### config.mk
export PLATFORM = sky130hd
export DESIGN_NAME = clk_hold_agent
export DESIGN_NICKNAME = d
export VERILOG_FILES = /design/src/rtl/clk_hold_pkg.sv /design/src/rtl/clk_hold_sync.sv /design/src/rtl/clk_hold_fsm.sv /design/src/rtl/clk_hold_agent.sv
export SDC_FILE = /design/constraint.sdc
export NUM_CORES = 1
export LEC_CHECK = 0
export BUFFER_PORTS_ARGS = -buffer_cell sky130_fd_sc_hd__buf_2
export CORE_AREA = 3 3 40 42
export CTS_BUF_LIST = sky130_fd_sc_hd__clkbuf_2
export CTS_CLUSTER_SIZE = 24
export DETAILED_ROUTE_END_ITERATION = 8
export DIE_AREA = 0 0 43 45
export PLACE_DENSITY = 0.4
export SLEW_MARGIN = 20
export SYNTH_ARGS = -nofsm -noshare
export SYNTH_HDL_FRONTEND = slang
export SYNTH_SLANG_ARGS = --single-unit
### constraint.sdc
create_clock -name clk_i -period 1.8 [get_ports clk_i]
set_input_delay 0.27 -clock clk_i [delete_from_list [all_inputs] [get_ports clk_i]]
set_output_delay 0.27 -clock clk_i [all_outputs]
set_load 0.02 [all_outputs]
### src/rtl/clk_hold_pkg.sv
package clk_hold_pkg;
  typedef enum logic [1:0] {
    ST_IDLE = 2'd0,
    ST_SEEN = 2'd1,
    ST_PULL = 2'd2,
    ST_HOLD = 2'd3
  } agent_state_e;
endpackage

### src/rtl/clk_hold_sync.sv
module clk_hold_sync #(
  parameter int unsigned STAGES    = 2,
  parameter logic        RESET_VAL = 1'b0
) (
  input  logic clk_i,
  input  logic rst_ni,
  input  logic d_i,
  output logic q_o
);
  logic [STAGES-1:0] q;

  always_ff @(posedge clk_i or negedge rst_ni) begin
    if (!rst_ni) q[0] <= RESET_VAL;
    else         q[0] <= d_i;
  end

  for (genvar g = 1; g < STAGES; g++) begin : g_stage
    always_ff @(posedge clk_i or negedge rst_ni) begin
      if (!rst_ni) q[g] <= RESET_VAL;
      else         q[g] <= q[g-1];
    end
  end

  assign q_o = q[STAGES-1];
endmodule

### src/rtl/clk_hold_fsm.sv
module clk_hold_fsm
  import clk_hold_pkg::*;
#(
  parameter int unsigned PULL_CYCLES = 2,
  parameter int unsigned HOLD_CYCLES = 2
) (
  input  logic clk_i,
  input  logic rst_ni,
  input  logic line_hi_i,
  input  logic need_i,
  output logic pull_o
);
  localparam int unsigned MAX_CYC = (PULL_CYCLES > HOLD_CYCLES) ? PULL_CYCLES : HOLD_CYCLES;
  localparam int unsigned CNT_W   = (MAX_CYC > 1) ? $clog2(MAX_CYC) : 1;
  localparam logic [CNT_W-1:0] PULL_LOAD = CNT_W'(PULL_CYCLES - 1);
  localparam logic [CNT_W-1:0] HOLD_LOAD = CNT_W'(HOLD_CYCLES - 1);

  agent_state_e     state_q, state_d;
  logic [CNT_W-1:0] cnt_q, cnt_d;
  logic             pull_q;
  logic             object;

  assign object = line_hi_i & need_i;

  always_comb begin
    state_d = state_q;
    cnt_d   = cnt_q;
    unique case (state_q)
      ST_IDLE: if (object) state_d = ST_SEEN;
      ST_SEEN: begin
        if (object) begin
          state_d = ST_PULL;
          cnt_d   = PULL_LOAD;
        end else begin
          state_d = ST_IDLE;
        end
      end
      // committed: pulse runs to completion regardless of inputs
      ST_PULL: begin
        if (cnt_q == '0) begin
          state_d = ST_HOLD;
          cnt_d   = HOLD_LOAD;
        end else begin
          cnt_d = cnt_q - 1'b1;
        end
      end
      // hold-off while own pull drains through the synchroniser
      ST_HOLD: begin
        if (cnt_q == '0) state_d = ST_IDLE;
        else             cnt_d   = cnt_q - 1'b1;
      end
      default: state_d = ST_IDLE;
    endcase
  end

  always_ff @(posedge clk_i or negedge rst_ni) begin
    if (!rst_ni) begin
      state_q <= ST_IDLE;
      cnt_q   <= '0;
      pull_q  <= 1'b0;
    end else begin
      state_q <= state_d;
      cnt_q   <= cnt_d;
      pull_q  <= (state_d == ST_PULL);
    end
  end

  assign pull_o = pull_q;
endmodule

### src/rtl/clk_hold_agent.sv
module clk_hold_agent #(
  parameter int unsigned SYNC_STAGES = 2,
  parameter int unsigned PULL_CYCLES = 2
) (
  input  logic clk_i,
  input  logic rst_ni,
  input  logic run_line_i,
  input  logic clk_need_i,
  output logic run_line_pull_o
);
  localparam int unsigned HOLD_CYCLES = SYNC_STAGES;

  logic line_hi;

  clk_hold_sync #(
    .STAGES    (SYNC_STAGES),
    .RESET_VAL (1'b0)
  ) u_sync (
    .clk_i  (clk_i),
    .rst_ni (rst_ni),
    .d_i    (run_line_i),
    .q_o    (line_hi)
  );

  clk_hold_fsm #(
    .PULL_CYCLES (PULL_CYCLES),
    .HOLD_CYCLES (HOLD_CYCLES)
  ) u_fsm (
    .clk_i     (clk_i),
    .rst_ni    (rst_ni),
    .line_hi_i (line_hi),
    .need_i    (clk_need_i),
    .pull_o    (run_line_pull_o)
  );
endmodule

==> reports/metrics.json <==
{
  "first_global_vias": {"value": 175},
  "worst_hold_slack": {"value": 0.1617, "unit": "ns"},
  "timing_worst_slew_pin_value": {"value": 0.2149, "unit": "ns"},
  "gpl.final_weighted_congestion": {"value": 0.5987},
  "i_o_pin_count": {"value": 5},
  "synthesis.instances": {"value": 18},
  "antenna_found_initial": {"value": 0},
  "synth_top_cells_by_count": {"value": "6 x sky130_fd_sc_hd__dfrtp_1, 2 x sky130_fd_sc_hd__nor2_1"},
  "synth-seq-area-share": {"value": 65.93, "unit": "%"},
  "cts.clk_slew.worst_paths": {"value": 0.06, "unit": "ns"},
  "critical_path.slowest_cell": {"value": "sky130_fd_sc_hd__dfrtp_1"},
  "cts_htree_levels": {"value": 1},
  "yosys.area.top_type": {"value": "sky130_fd_sc_hd__dfrtp_1"},
  "ctsRootBufferMaster": {"value": "sky130_fd_sc_hd__clkbuf_2"},
  "globalRoute.totalOverflow": {"value": 0},
  "cts_resized": {"value": 0},
  "power_frac_comb": {"value": 27.5, "unit": "%"},
  "tns": {"value": 0, "unit": "ns"},
  "cts_inserted_buffers": {"value": 3},
  "power.leakage": {"value": 0.1292, "unit": "nW"},
  "die_width": {"value": 43, "unit": "um"},
  "power.ir.vdd_worst": {"value": 0.4505, "unit": "mV"},
  "clock_latency_of_the_later_clocked_register_in_the_worst_skew_pair": {"value": 0.21, "unit": "ns"},
  "worstHoldStart": {"value": "run_line_i"},
  "rows": {"value": 13},
  "ys_seq_elements": {"value": 6},
  "status": {"value": "completed"},
  "yosys_most_used_dff": {"value": "sky130_fd_sc_hd__dfrtp_1"},
  "avgSynthCellArea": {"value": 12.65, "unit": "um2"},
  "grt_max_degree": {"value": 8},
  "crit_arrival": {"value": 0.71, "unit": "ns"},
  "r2r-end": {"value": "u_fsm.state_q[0]"},
  "p_sw": {"value": 0.0001505, "unit": "W"},
  "synth_cell_types": {"value": 12},
  "floorplan.core_area": {"value": 1285, "unit": "um2"},
  "gr-usage-all-layers": {"value": 5.439, "unit": "%"},
  "critPathMaxStageDelay": {"value": 0.35, "unit": "ns"},
  "drc": {"value": 0},
  "synth.yosys.warnings": {"value": 0},
  "setup_repair_after_global_routing_missed_its_margin": {"value": "false"},
  "max-slew-margin-rel": {"value": 85.67, "unit": "%"},
  "drive_above_1_share": {"value": 28.00, "unit": "%"},
  "async_flop_share": {"value": 100.0, "unit": "%"},
  "seqPwrFrac": {"value": 52.0, "unit": "%"},
  "numClockSinks": {"value": 6},
  "timing.final.setup_violations": {"value": 0},
  "finish.cell_count_without_fillers": {"value": 40},
  "power.clock.fraction": {"value": 20.5, "unit": "%"},
  "p_per_area": {"value": 1552, "unit": "nW/um2"},
  "timing.critical_path.required": {"value": 1.53, "unit": "ns"},
  "r2r_setup_slack": {"value": 0.91, "unit": "ns"},
  "antenna_cells_inserted": {"value": 0},
  "mappedNetlistArea": {"value": 227.7, "unit": "um2"},
  "type_of_the_setup_path_with_the_least_slack": {"value": "reg -> out"},
  "cts_setup_buffers": {"value": 0},
  "cp.buffers_inverters": {"value": 1},
  "internal_power": {"value": 0.0002941, "unit": "W"},
  "fin_nets": {"value": 31},
  "holdPathEnd": {"value": "u_sync.q[0]"},
  "critical_path.reg2reg.startpoint": {"value": "u_fsm.state_q[1]"},
  "synth_edf_count": {"value": 0},
  "critical-path-top-delay-family": {"value": "flip-flops"},
  "drt.antenna.violating_nets": {"value": 0},
  "finalMaxSlewViolations": {"value": 0},
  "die_h": {"value": 45, "unit": "um"},
  "r2r_cells": {"value": 2},
  "die_area": {"value": 1935, "unit": "um2"},
  "placed_cells_incl_taps": {"value": 36},
  "post-synth-top-count-cell": {"value": "sky130_fd_sc_hd__dfrtp_1"},
  "postLayoutCoreUtil": {"value": 22.30, "unit": "%"},
  "route.detailed.vias_per_inst": {"value": 3.950},
  "cts_buffer_depth": {"value": 2},
  "placement.io_buffers": {"value": 4},
  "worst_clock_skew": {"value": 0.003993, "unit": "ns"},
  "end_kind": {"value": "output pin"},
  "wl_per_cell": {"value": 9.675, "unit": "um"},
  "area.growth.synth_to_final": {"value": 25.82, "unit": "%"},
  "whs_path_depth": {"value": 1},
  "final_area": {"value": 286.5, "unit": "um2"},
  "hold_viol_final": {"value": 0},
  "detail_route.iter0.violations": {"value": 4},
  "cp_cell_sequence": {"value": "buf_2"},
  "wire_length_of_the_first_global_routing_pass": {"value": 676, "unit": "um"},
  "detailedRoute.firstPassIterationCount": {"value": 2},
  "clock_tree_from_tritoncts": {"value": "built"},
  "initial_core_util": {"value": 17.72, "unit": "%"},
  "minimum_clock_period_after_layout": {"value": 0.9820, "unit": "ns"},
  "post-route-period-util": {"value": 54.56, "unit": "%"},
  "synth_top_area_share": {"value": 65.93, "unit": "%"},
  "dpl_cell_area": {"value": 261.5, "unit": "um2"},
  "max_freq": {"value": 1.018, "unit": "GHz"},
  "switching_share": {"value": 33.85, "unit": "%"},
  "hold_path_class": {"value": "in -> reg"},
  "cp_max_fo": {"value": 1},
  "max_cap_violations": {"value": 0},
  "cts.hold.buffers_added": {"value": 1},
  "wirelength": {"value": 387, "unit": "um"},
  "critPathLaunchType": {"value": "flip-flop"},
  "post_synthesis_net_count": {"value": 22},
  "route.vias.total": {"value": 158},
  "ys_top_cells_by_area": {"value": "sky130_fd_sc_hd__dfrtp_1 66%, sky130_fd_sc_hd__a32o_1 4.4%, sky130_fd_sc_hd__mux2i_1 4.4%"}
}
## cells in the final DEF (no fill, tap or decap), drive strengths merged
cell | Yosys | routed
dfrtp | 6 | 6
buf | 0 | 4
clkbuf | 1 | 3
nor2 | 2 | 2
xnor2 | 1 | 1
a32o | 1 | 1
nand3 | 1 | 1
nor2b | 1 | 1
mux2i | 1 | 1
nand3b | 1 | 1
o21ai | 1 | 1
o21a | 1 | 1
a21oi | 1 | 1
dlygate4sd3 | 0 | 1
## layer usage
layer  wire length [um]  global-route usage (%)  up-vias
li1                   -                       -       76
met1                169                   5.134       76
met2                178                   6.886        4
met3                 34                   3.586        2
met4                  5                   7.229        0
met5                  0                       0        -
## power groups by stage
stage | Sequential, W | Clock [W] | Combinational (W)
2_1_floorplan | 0.000224 | 0 | 0.000104
3_3_place_gp | 0.000230 | 0 | 0.000124
3_5_place_dp | 0.000234 | 0 | 0.000124
4_1_cts | 0.000231 | 0.0000990 | 0.000126
5_1_grt | 0.000239 | 0.000103 | 0.000139
6_report | 0.000231 | 0.0000912 | 0.000122
## cell families (layout without fill, tap and decap cells)
logic type             Yosys count  count (layout)  synth area share (%)
buffers and inverters            1               8                 2.196
AO/OA/AOI/OAI                    4               4                 12.09
XOR/XNOR                         1               1                 3.847
flip-flops                       6               6                 65.93
multiplexers                     1               1                 4.396
AND/OR/NAND/NOR                  5               5                 11.54
## worst max path at each step
| stage | from | cells past startpoint | endpoint | slack (ns) |
|---|---|---|---|---|
| 4_1_cts | u_fsm.pull_o | 1 | run_line_pull_o | 0.79 |
| 2_1_floorplan | u_fsm.state_q[1] | 3 | u_fsm.state_q[0] | 0.94 |
| 3_3_place_gp | u_fsm.state_q[0] | 2 | u_fsm.state_q[0] | 0.92 |
| 3_5_place_dp | u_fsm.state_q[1] | 2 | u_fsm.state_q[0] | 0.92 |
| 6_report | u_fsm.pull_o | 1 | run_line_pull_o | 0.82 |
| 5_1_grt | u_fsm.pull_o | 1 | run_line_pull_o | 0.76 |
## metrics by stage
step	total power, W	worst slack (ns)
2_1_floorplan	0.0003283	0.9381
3_3_place_gp	0.0003536	0.9177
3_5_place_dp	0.0003574	0.9177
4_1_cts	0.0004562	0.7929
5_1_grt	0.0004816	0.7643
6_report	0.0004446	0.8180
## cell type report
type / instances / area (um2)
clock buffer: 3 / 15.01
fill: 146 / 998.5
multi-input combinational: 11 / 72.57
sequential: 6 / 150.1
tap: 15 / 18.77
timing repair buffer: 5 / 30.03
## registers in the layout, summed over array words and instances, names as in the netlist
name	flops
u_sync.q	1
u_fsm.pull_o	1
u_fsm.state_q	2
u_sync.q_o	1
u_fsm.cnt_q	1
Power figures use the tool's default switching activity.
